[src/rtl/vga_wr_pkg.sv]
package vga_wr_pkg;
    localparam int LANES  = 4;
    localparam int BYTE_W = 8;
    localparam int WORD_W = LANES * BYTE_W;

    typedef enum logic {
        ST_IDLE  = 1'b0,
        ST_WRITE = 1'b1
    } wr_state_e;

    typedef enum logic [1:0] {
        OP_PASS = 2'd0,
        OP_AND  = 2'd1,
        OP_OR   = 2'd2,
        OP_XOR  = 2'd3
    } alu_op_e;
endpackage

[src/rtl/vga_wr_planar.sv]
module vga_wr_planar
    import vga_wr_pkg::*;
(
    input  logic [BYTE_W-1:0] cpu_byte,
    input  logic [1:0]        write_mode,
    input  logic [2:0]        rotate,
    input  logic [1:0]        logic_op,
    input  logic [LANES-1:0]  sr_value,
    input  logic [LANES-1:0]  sr_enable,
    input  logic [BYTE_W-1:0] bit_mask,
    input  logic [WORD_W-1:0] latch,
    output logic [WORD_W-1:0] word
);
    logic [2*BYTE_W-1:0] dbl;
    logic [BYTE_W-1:0]   rot_byte;
    logic [BYTE_W-1:0]   eff_mask;
    alu_op_e             op;

    assign dbl      = {cpu_byte, cpu_byte} >> rotate;
    assign rot_byte = dbl[BYTE_W-1:0];
    assign eff_mask = (write_mode == 2'd3) ? (bit_mask & rot_byte) : bit_mask;
    assign op       = alu_op_e'(logic_op);

    for (genvar p = 0; p < LANES; p++) begin : g_plane
        logic [BYTE_W-1:0] lat;
        logic [BYTE_W-1:0] src;
        logic [BYTE_W-1:0] alu;

        assign lat = latch[p*BYTE_W +: BYTE_W];

        always_comb begin
            unique case (write_mode)
                2'd0:    src = sr_enable[p] ? {BYTE_W{sr_value[p]}} : rot_byte;
                2'd1:    src = lat;
                2'd2:    src = {BYTE_W{cpu_byte[p]}};
                default: src = {BYTE_W{sr_value[p]}};
            endcase
        end

        always_comb begin
            unique case (op)
                OP_PASS: alu = src;
                OP_AND:  alu = src & lat;
                OP_OR:   alu = src | lat;
                default: alu = src ^ lat;
            endcase
        end

        assign word[p*BYTE_W +: BYTE_W] = (write_mode == 2'd1) ? lat
                                        : ((alu & eff_mask) | (lat & ~eff_mask));
    end
endmodule

[src/rtl/vga_wr_route.sv]
module vga_wr_route
    import vga_wr_pkg::*;
#(
    parameter int OFS_W = 17
) (
    input  logic              enable,
    input  logic [OFS_W-1:0]  offset,
    input  logic [BYTE_W-1:0] cpu_byte,
    input  logic              chain4,
    input  logic              odd_even,
    input  logic              plane_hi,
    input  logic [LANES-1:0]  map_mask,
    input  logic [WORD_W-1:0] planar_word,
    output logic              we,
    output logic [OFS_W-1:0]  addr,
    output logic [LANES-1:0]  lane_en,
    output logic [WORD_W-1:0] wdata
);
    logic [1:0] plane;

    always_comb begin
        plane   = 2'd0;
        addr    = offset;
        lane_en = '0;
        wdata   = {LANES{cpu_byte}};
        if (chain4) begin
            plane = offset[1:0];
            addr  = offset >> 2;
            if (enable && map_mask[plane]) lane_en = LANES'(1) << plane;
        end else if (odd_even) begin
            plane = {plane_hi, offset[0]};
            addr  = offset >> 1;
            if (enable && map_mask[plane]) lane_en = LANES'(1) << plane;
        end else begin
            wdata = planar_word;
            if (enable) lane_en = map_mask;
        end
    end

    assign we = |lane_en;
endmodule

[src/rtl/vga_plane_writer.sv]
module vga_plane_writer
    import vga_wr_pkg::*;
#(
    parameter int OFS_W     = 17,
    parameter int MAX_BYTES = 8
) (
    input  logic                   clk,
    input  logic                   rst_n,
    input  logic                   req_valid,
    output logic                   req_ready,
    input  logic [OFS_W-1:0]       req_offset,
    input  logic                   req_offset_ok,
    input  logic [8*MAX_BYTES-1:0] req_data,
    input  logic [1:0]             req_size,
    input  logic                   cfg_chain4,
    input  logic                   cfg_odd_even,
    input  logic                   cfg_plane_hi,
    input  logic [3:0]             cfg_map_mask,
    input  logic [1:0]             cfg_write_mode,
    input  logic [2:0]             cfg_rotate,
    input  logic [1:0]             cfg_logic_op,
    input  logic [3:0]             cfg_sr_value,
    input  logic [3:0]             cfg_sr_enable,
    input  logic [7:0]             cfg_bit_mask,
    input  logic [31:0]            latch_in,
    output logic                   mem_we,
    output logic [OFS_W-1:0]       mem_addr,
    output logic [3:0]             mem_lane_en,
    output logic [31:0]            mem_wdata,
    output logic                   wr_done
);
    localparam int DATA_W = BYTE_W * MAX_BYTES;
    localparam int CNT_W  = (MAX_BYTES > 1) ? $clog2(MAX_BYTES) : 1;

    wr_state_e              state_q;
    logic [CNT_W-1:0]       cnt_q;
    logic [CNT_W-1:0]       last_q;
    logic [OFS_W-1:0]       off_q;
    logic                   ok_q;
    logic [DATA_W-1:0]      data_q;
    logic [BYTE_W-1:0]      cur_byte;
    logic [OFS_W-1:0]       cur_off;
    logic [WORD_W-1:0]      planar_word;

    // State register and request capture
    always_ff @(posedge clk or negedge rst_n) begin
        if (!rst_n) begin
            state_q <= ST_IDLE;
            cnt_q   <= '0;
            last_q  <= '0;
            off_q   <= '0;
            ok_q    <= 1'b0;
            data_q  <= '0;
        end else begin
            unique case (state_q)
                ST_IDLE: begin
                    if (req_valid) begin
                        state_q <= ST_WRITE;
                        cnt_q   <= '0;
                        last_q  <= CNT_W'((1 << req_size) - 1);
                        off_q   <= req_offset;
                        ok_q    <= req_offset_ok;
                        data_q  <= req_data;
                    end
                end
                ST_WRITE: begin
                    if (cnt_q == last_q) begin
                        state_q <= ST_IDLE;
                    end else begin
                        cnt_q <= cnt_q + CNT_W'(1);
                    end
                end
                default: state_q <= ST_IDLE;
            endcase
        end
    end

    // Outputs from state
    always_comb begin
        unique case (state_q)
            ST_IDLE: begin
                req_ready = 1'b1;
                wr_done   = 1'b0;
            end
            default: begin
                req_ready = 1'b0;
                wr_done   = 1'b1;
            end
        endcase
    end

    assign cur_byte = data_q[cnt_q*BYTE_W +: BYTE_W];
    assign cur_off  = off_q + OFS_W'(cnt_q);

    vga_wr_planar u_planar (
        .cpu_byte   (cur_byte),
        .write_mode (cfg_write_mode),
        .rotate     (cfg_rotate),
        .logic_op   (cfg_logic_op),
        .sr_value   (cfg_sr_value),
        .sr_enable  (cfg_sr_enable),
        .bit_mask   (cfg_bit_mask),
        .latch      (latch_in),
        .word       (planar_word)
    );

    vga_wr_route #(.OFS_W(OFS_W)) u_route (
        .enable      (wr_done && ok_q),
        .offset      (cur_off),
        .cpu_byte    (cur_byte),
        .chain4      (cfg_chain4),
        .odd_even    (cfg_odd_even),
        .plane_hi    (cfg_plane_hi),
        .map_mask    (cfg_map_mask),
        .planar_word (planar_word),
        .we          (mem_we),
        .addr        (mem_addr),
        .lane_en     (mem_lane_en),
        .wdata       (mem_wdata)
    );

    assert_write_in_busy_R1: assert property (@(posedge clk) disable iff (!rst_n)
        mem_we |-> wr_done);

    assert_invalid_drop_R2: assert property (@(posedge clk) disable iff (!rst_n)
        (wr_done && !ok_q) |-> (!mem_we && mem_lane_en == 4'd0));

    assert_single_lane_R3: assert property (@(posedge clk) disable iff (!rst_n)
        (mem_we && (cfg_chain4 || cfg_odd_even)) |-> ($countones(mem_lane_en) == 1));

    assert_lane_in_mask_R11: assert property (@(posedge clk) disable iff (!rst_n)
        (mem_lane_en & ~cfg_map_mask) == 4'd0);

    assert_ready_excl_R12: assert property (@(posedge clk) disable iff (!rst_n)
        !(req_ready && wr_done));

    assert_byte_step_R12: assert property (@(posedge clk) disable iff (!rst_n)
        (state_q == ST_WRITE && cnt_q != last_q) |=>
        (state_q == ST_WRITE && cnt_q == CNT_W'($past(cnt_q) + 1)));
endmodule

[config.mk]
export PLATFORM = sky130hd
export DESIGN_NAME = vga_plane_writer
export DESIGN_NICKNAME = d
export VERILOG_FILES = /design/src/rtl/vga_wr_pkg.sv /design/src/rtl/vga_wr_planar.sv /design/src/rtl/vga_wr_route.sv /design/src/rtl/vga_plane_writer.sv
export SDC_FILE = /design/constraint.sdc
export NUM_CORES = 1
export LEC_CHECK = 0
export CORE_ASPECT_RATIO = 2
export CORE_MARGIN = 8
export CORE_UTILIZATION = 43
export CTS_CLUSTER_SIZE = 40
export DETAILED_ROUTE_END_ITERATION = 16
export GPL_TIMING_DRIVEN = 1
export PLACE_DENSITY = 0.68
export SLEW_MARGIN = 20
export SYNTH_ARGS = -nofsm -noshare
export SYNTH_HDL_FRONTEND = slang
export SYNTH_HIERARCHICAL = 1
export SYNTH_SLANG_ARGS = --single-unit
[constraint.sdc]
create_clock -name clk -period 5.4 [get_ports clk]
set_clock_uncertainty 0.05 [all_clocks]
set_input_delay 1.08 -clock clk [delete_from_list [all_inputs] [get_ports clk]]
set_output_delay 1.08 -clock clk [all_outputs]
set_load 0.05 [all_outputs]
# Word-level counts from Yosys, hierarchy flattened
# Cells that the tools add are included.
# word_totals
register_bits	89
latch_bits	0
mem_bits_rw	0
romBits	0
inputBits	149
output_inout_bits	56
elab_cells	97
memories	0
# op_classes
add_sub_neg	3
mul	0
n_div	0
n_lt_le_gt_ge	2
eq_ne	8
shift	5
muxes	38
n_bitwise	27
reduce_logical	8
# op_table
cell	count
8-bit case mux with 3 select lines	8
8-bit AND	13
8-bit 2-to-1 mux	9
32-bit 2-to-1 mux	2
8-bit bitwise OR	8
64-bit by 7-bit indexed part select with 8-bit output	1
17-bit 2-to-1 mux	2
8-bit XOR	4
4-bit 2-to-1 mux	5
17-bit by 3-bit adder with 17-bit output	1
16-bit by 3-bit >> shifter with 8-bit output	1
8-bit inverter	1
1-bit by 2-bit << shifter with 4-bit output (first input constant)	2
2-bit equality test (second input constant)	3
2-bit by 3-bit < comparator with 1-bit output (second input constant)	2
1-bit 2-to-1 mux	6
3-bit 2-to-1 mux	2
3-bit case mux with 2 select lines	1
1-bit binary-select mux with 2-bit select	2
2-bit by 1-bit equality test with 1-bit output (second input constant)	2
2-bit logical NOT	2
2-bit != test (second input constant)	2
2-bit AND reduction	2
4-bit OR reduction	1
7 further kinds	9

# Longest topological paths before layout
# logic_depth
depth_word	11
depth_mapped	18
ltp_nobuf	15

# By module
# Netlist, hierarchy kept.
# by_module_without_submodules
mod	instances	cells_per_inst	area_each_um2	seq_area_each_um2
vga_plane_writer	1	300	4310.4	2227.1
vga_wr_planar	1	614	4266.6	0.0
vga_wr_route	1	118	793.3	0.0

# Least setup slack after synthesis
# No wires, ideal clock.
# synth_timing
kind	input -> output
start	in cfg_write_mode[1]
end	out mem_wdata[20]
arrival_ns	3.674
required_ns	4.270
slack_ns	0.596
cell_stages	13
path_buffers	3
path_cell_list	buf_2 > clkbuf_1 > buf_2 > or3_1 > o21ai_0 > and2_1 > ha_1 > nand2_1 > o211ai_1 > o211a_1 > a311o_1 > mux2_2 > a21o_1
# synth_via
elab_chain_cells	9
word_cells_on_any_way	17
cone_classes	eq/ne (3); mux (6); bitwise (7); reduce/logical (1)
# synth_lines
element	line_no	text
start, declared	vga_plane_writer.sv:19	input logic [1:0] cfg_write_mode,
2-bit equality test, or another cell as far along	vga_wr_planar.sv:32	unique case (write_mode)
8-bit case mux with 3 select lines	vga_wr_planar.sv:32	
8-bit XOR, or another cell as far along	vga_wr_planar.sv:45	default: alu = src ^ lat;
8-bit case mux with 3 select lines	vga_wr_planar.sv:41	unique case (op)
8-bit AND	vga_wr_planar.sv:50	: ((alu & eff_mask) | (lat & ~eff_mask));
8-bit bitwise OR	vga_wr_planar.sv:50	
8-bit 2-to-1 mux (*)	vga_wr_planar.sv:49	assign word[p*BYTE_W +: BYTE_W] = (write_mode == 2'd1) ? lat
named net planar_word[20]	vga_plane_writer.sv:43	logic [WORD_W-1:0] planar_word;
32-bit 2-to-1 mux (*)	vga_wr_route.sv:30	end else if (odd_even) begin
32-bit 2-to-1 mux (*)	vga_wr_route.sv:26	if (chain4) begin
end, declared	vga_plane_writer.sv:29	output logic [31:0] mem_wdata,
# Mark *: on every way through the listed nets, which the timed path passes. The rest lies on a longest branch.

# Worst setup path in the final report
# layout_timing
start	reg cnt_q[0]
end	out mem_wdata[29]
# layout_via
elab_chain_cells	11
word_cells_on_any_way	17
cone_classes	shift (2); mux (7); bitwise (8)
# layout_lines
element	line_no	text
start, declared	vga_plane_writer.sv:36	logic [CNT_W-1:0] cnt_q;
start signal, assigned	vga_plane_writer.sv:70	cnt_q <= cnt_q + CNT_W'(1);
64-bit by 7-bit indexed part select with 8-bit output (*)	vga_plane_writer.sv:92	assign cur_byte = data_q[cnt_q*BYTE_W +: BYTE_W];
named net cur_byte[1]	vga_plane_writer.sv:41	logic [BYTE_W-1:0] cur_byte;
16-bit by 3-bit >> shifter with 8-bit output (*)	vga_wr_planar.sv:19	assign dbl = {cpu_byte, cpu_byte} >> rotate;
8-bit 2-to-1 mux	vga_wr_planar.sv:33	2'd0: src = sr_enable[p] ? {BYTE_W{sr_value[p]}} : rot_byte;
8-bit case mux with 3 select lines	vga_wr_planar.sv:32	
8-bit XOR, or another cell as far along	vga_wr_planar.sv:45	
8-bit case mux with 3 select lines	vga_wr_planar.sv:41	
8-bit AND	vga_wr_planar.sv:50	
8-bit bitwise OR (*)	vga_wr_planar.sv:50	
8-bit 2-to-1 mux (*)	vga_wr_planar.sv:49	
named net planar_word[29]	vga_plane_writer.sv:43	
32-bit 2-to-1 mux (*)	vga_wr_route.sv:30	
32-bit 2-to-1 mux (*)	vga_wr_route.sv:26	
# Marked as above.

==> flow_summary.yaml <==
run_status:
  outcome: "finished, final reports clean"
die:
  fp.dieW_um: 120.4
  start_util: 0.4360
  row_count: 76
  die_h_um: 224.8
  ios: 205
  die-area_um2: 27060
  fp.coreArea_um2: 21490
synthesis:
  yosys.area_share.simple: 0.1764
  synth_nets: 1250
  async_flop_share: 1.000
  synth_ff_type: "dfrtp_1"
  syn-cell-area_um2: 9370
  synthAdderAreaFrac: 0.09294
  synth_cell_type_count: 76
  syn_inst: 1032
  seq_area_frac_synth: 0.2377
  synth_top_family_by_area: "multiplexers"
  synth_compound_area_frac: 0.1833
  synth_edf_count: 0
  synth-seq-cells: 89
  synth_mux_area_frac: 0.2293
  syn_area_per_cell_um2: 9.080
  ys_warn_count: 6
  synth_xor_area_frac: 0.01763
flow_run:
  drv_cap: 0
setup_path:
  critPathLaunch: "cnt_q[0]"
  crit_buf_inv: 3
  crit_family: "multiplexers"
  cpPeakStageDelay_ns: 0.59
  crit_path_end: "mem_wdata[29]"
  critical_path_class: "reg -> out"
  cp.required_ns: 4.27
  crit_path_cell_trace: "clkbuf_16, mux4_2, nand2_2, nand2_4, mux2_4, mux4_2, buf_6, nand2_1, o21ai_0, and2_1, ha_1, a21oi_2, a31oi_1, mux2_1, a21o_1, buf_6"
  worst_r2r_path_depth: 3
  regToRegEndpoint: "data_q[53]"
  critPathCaptureType: "output pin"
  slowest_stage: "mux4_2"
  cp.depth: 16
  timing.rr.start: "state_q"
  r2r_slack_ns: 3.52
  crit_fanout: 5
  cp_data_arrival_time_ns: 4.22
  crit_path_start_kind: "register"
min_path:
  hp-class: "reg -> reg"
routing:
  drc: 0
  drt_first_pass_iters: 5
  drt-initial-drc-count: 506
  routedWlPerCell_um: 21.55
  viasPerCell: 5.767
  ant_nets: 0
  routed_wl_mm: 33.17
  num_vias: 8875
placed_design:
  port_buffers: 204
  dp_hpwl_mm: 25.51
  gp_congestion: 0.9330
  dpl_cell_area_um2: 11760
layout:
  drive_gt1_frac: 0.2650
  finish.instance_area_um2: 12640
  area_delta_synth_final_pct: 34.94
  fillers: 1925
  fin_nets: 1477
timing:
  fin_tns_setup_ns: 0
  hold_slack_ns: 0.4519
  slew_viol_final: 0
  timing.fmax_mhz: 186.9
  rsz0062_at_grt: "yes"
  finalCritPeriodShare: 0.9910
  worstMarginPinSlew_ns: 1.040
  final_hold_viol_count: 0
  slew_headroom: 0.3050
  fin_crit_ns: 5.352
  setup_viol: 0
grt:
  grt_overflow: 0
  grt_pass1_vias: 9077
  grt_pass1_wl_mm: 49.58
  grt_max_degree: 89
  grt_antenna_before_repair: 3
  grt.total_usage: 0.2349
clock_tree:
  htree_levels: 3
  cts_root_buf: "clkbuf_16"
  cts_tree: "yes"
  clk_latency_ns: 0.34
  cts_max_path_buffers: 2
  cts_buffers: 9
  cts_hold_repair.buffers: 0
  clock_sinks: 89
  clkSlewWorstSetupHoldPaths_ns: 0.06
power_and_ir_drop:
  p_leak_uw: 0.005897
  powerDensity_nw_per_um2: 594.2
  irDropWorstVdd_v: 0.0005216
  finalPower_uw: 7513
[final cells by class]
type,instances,area (um^2),share of cell area
Antenna cell,2,5.005,0.0003958
Clock buffer,11,232.7,0.01840
Clock inverter,5,63.81,0.005047
Inverter,51,191.4,0.01514
Multi-Input combinational cell,826,6833,0.5404
Sequential cell,89,2228,0.1762
Tap cell,273,341.6,0.02701
Timing Repair Buffer,282,2749,0.2174
[cell families (layout without fill, tap and decap cells)]
group                    Yosys count  after routing
other                              0              2
AO/OA/AOI/OAI                    241            241
adder cells (fa/ha/maj)           69             69
flip-flops                        89             89
multiplexers                     162            163
AND/OR/NAND/NOR                  335            335
buffers and inverters            118            349
XOR/XNOR                          18             18
[through the flow]
step | utilization | cells | setup slack [ns]
global route | 0.5883 | 1538 | -0.1027
detailed placement | 0.5473 | 1496 | -0.05608
finish | 0.5884 | 1539 | 0.04845
global placement | 0.5473 | 1496 | -0.02585
floorplan | - | 1032 | 0.5955
CTS | 0.5659 | 1517 | 0.003954
[worst min-delay path by stage]
stage | start | to | slack, ns | cells after the start
floorplan | ok_q | ok_q | 0.42 | 1
global placement | data_q[59] | data_q[59] | 0.43 | 1
detailed placement | data_q[34] | data_q[34] | 0.44 | 1
CTS | data_q[59] | data_q[59] | 0.46 | 1
global route | ok_q | ok_q | 0.47 | 1
finish | data_q[26] | data_q[26] | 0.45 | 1
[per-layer routing]
| layer | wire length [um] | global-route usage | share of wire |
|---|---|---|---|
| met4 | 2578 | 0.1638 | 0.078 |
| met1 | 11000 | 0.2219 | 0.33 |
| met2 | 17990 | 0.4448 | 0.54 |
| met5 | 10 | 0 | 0.00030 |
| met3 | 1590 | 0.03893 | 0.048 |
[worst register-to-register path: stages (launching register included)]
cell and delay, ns:
dfrtp_1 0.48, nor2b_4 0.15, buf_6 0.62, mux2_2 0.46
[state kept, by name, summed over array words and instances, names as in the netlist]
name	count
ok_q	1
cnt_q	3
state_q	1
off_q	17
last_q	3
data_q	64
[power breakdown]
part,internal (uW),switching [uW]
combinational,2480,3170
clock,363,261
sequential,1010,236
[placed cells by master (no fill, tap or decap), types with 6 or more instances in the layout]
| cell type | count |
|---|---|
| a21o_1 | 50 |
| a21oi_1 | 19 |
| a21oi_2 | 6 |
| a22o_1 | 12 |
| a31oi_1 | 10 |
| and2_1 | 32 |
| buf_12 | 10 |
| buf_4 | 84 |
| buf_6 | 20 |
| clkbuf_16 | 10 |
| clkdlybuf4s50_1 | 161 |
| dfrtp_1 | 88 |
| ha_1 | 66 |
| inv_1 | 46 |
| mux2_1 | 7 |
| mux2_2 | 74 |
| mux2_4 | 34 |
| mux2i_1 | 26 |
| mux4_2 | 21 |
| nand2_1 | 138 |
| nand2_2 | 16 |
| nand2b_1 | 13 |
| nand3_1 | 25 |
| nor2_1 | 29 |
| nor2b_1 | 19 |
| nor3b_1 | 7 |
| o211a_1 | 11 |
| o211ai_1 | 29 |
| o21ai_0 | 49 |
| or2_2 | 7 |
| xnor2_1 | 8 |
| xor2_1 | 9 |
[timing repair]
action	4_1_cts	5_1_grt
gates cloned	1	2
pin swaps	1	54
gates resized for setup	11	74
setup endpoints to repair	24	27
buffers inserted	4	19
[synthesized netlist by cell type, types with 11 or more instances]
library cell / n / area, um^2
ha_1: 68 / 850.8
mux4_2: 21 / 473.0
mux2_4: 32 / 480.5
nand2b_1: 13 / 81.33
and2_1: 34 / 212.7
mux2_2: 73 / 822.0
nand2_1: 158 / 593.1
a22o_1: 12 / 105.1
a21oi_1: 26 / 130.1
nand3_1: 25 / 125.1
nor2_1: 30 / 112.6
buf_2: 19 / 95.09
clkbuf_1: 23 / 86.33
o211ai_1: 29 / 217.7
o211a_1: 11 / 110.1
o21ai_0: 50 / 250.2
dfrtp_1: 89 / 2227
a21o_1: 50 / 375.4
inv_1: 47 / 176.4
buf_6: 12 / 135.1
nor2b_1: 20 / 125.1
mux2i_1: 26 / 260.3
No activity file was read; power rests on OpenSTA's default activity.
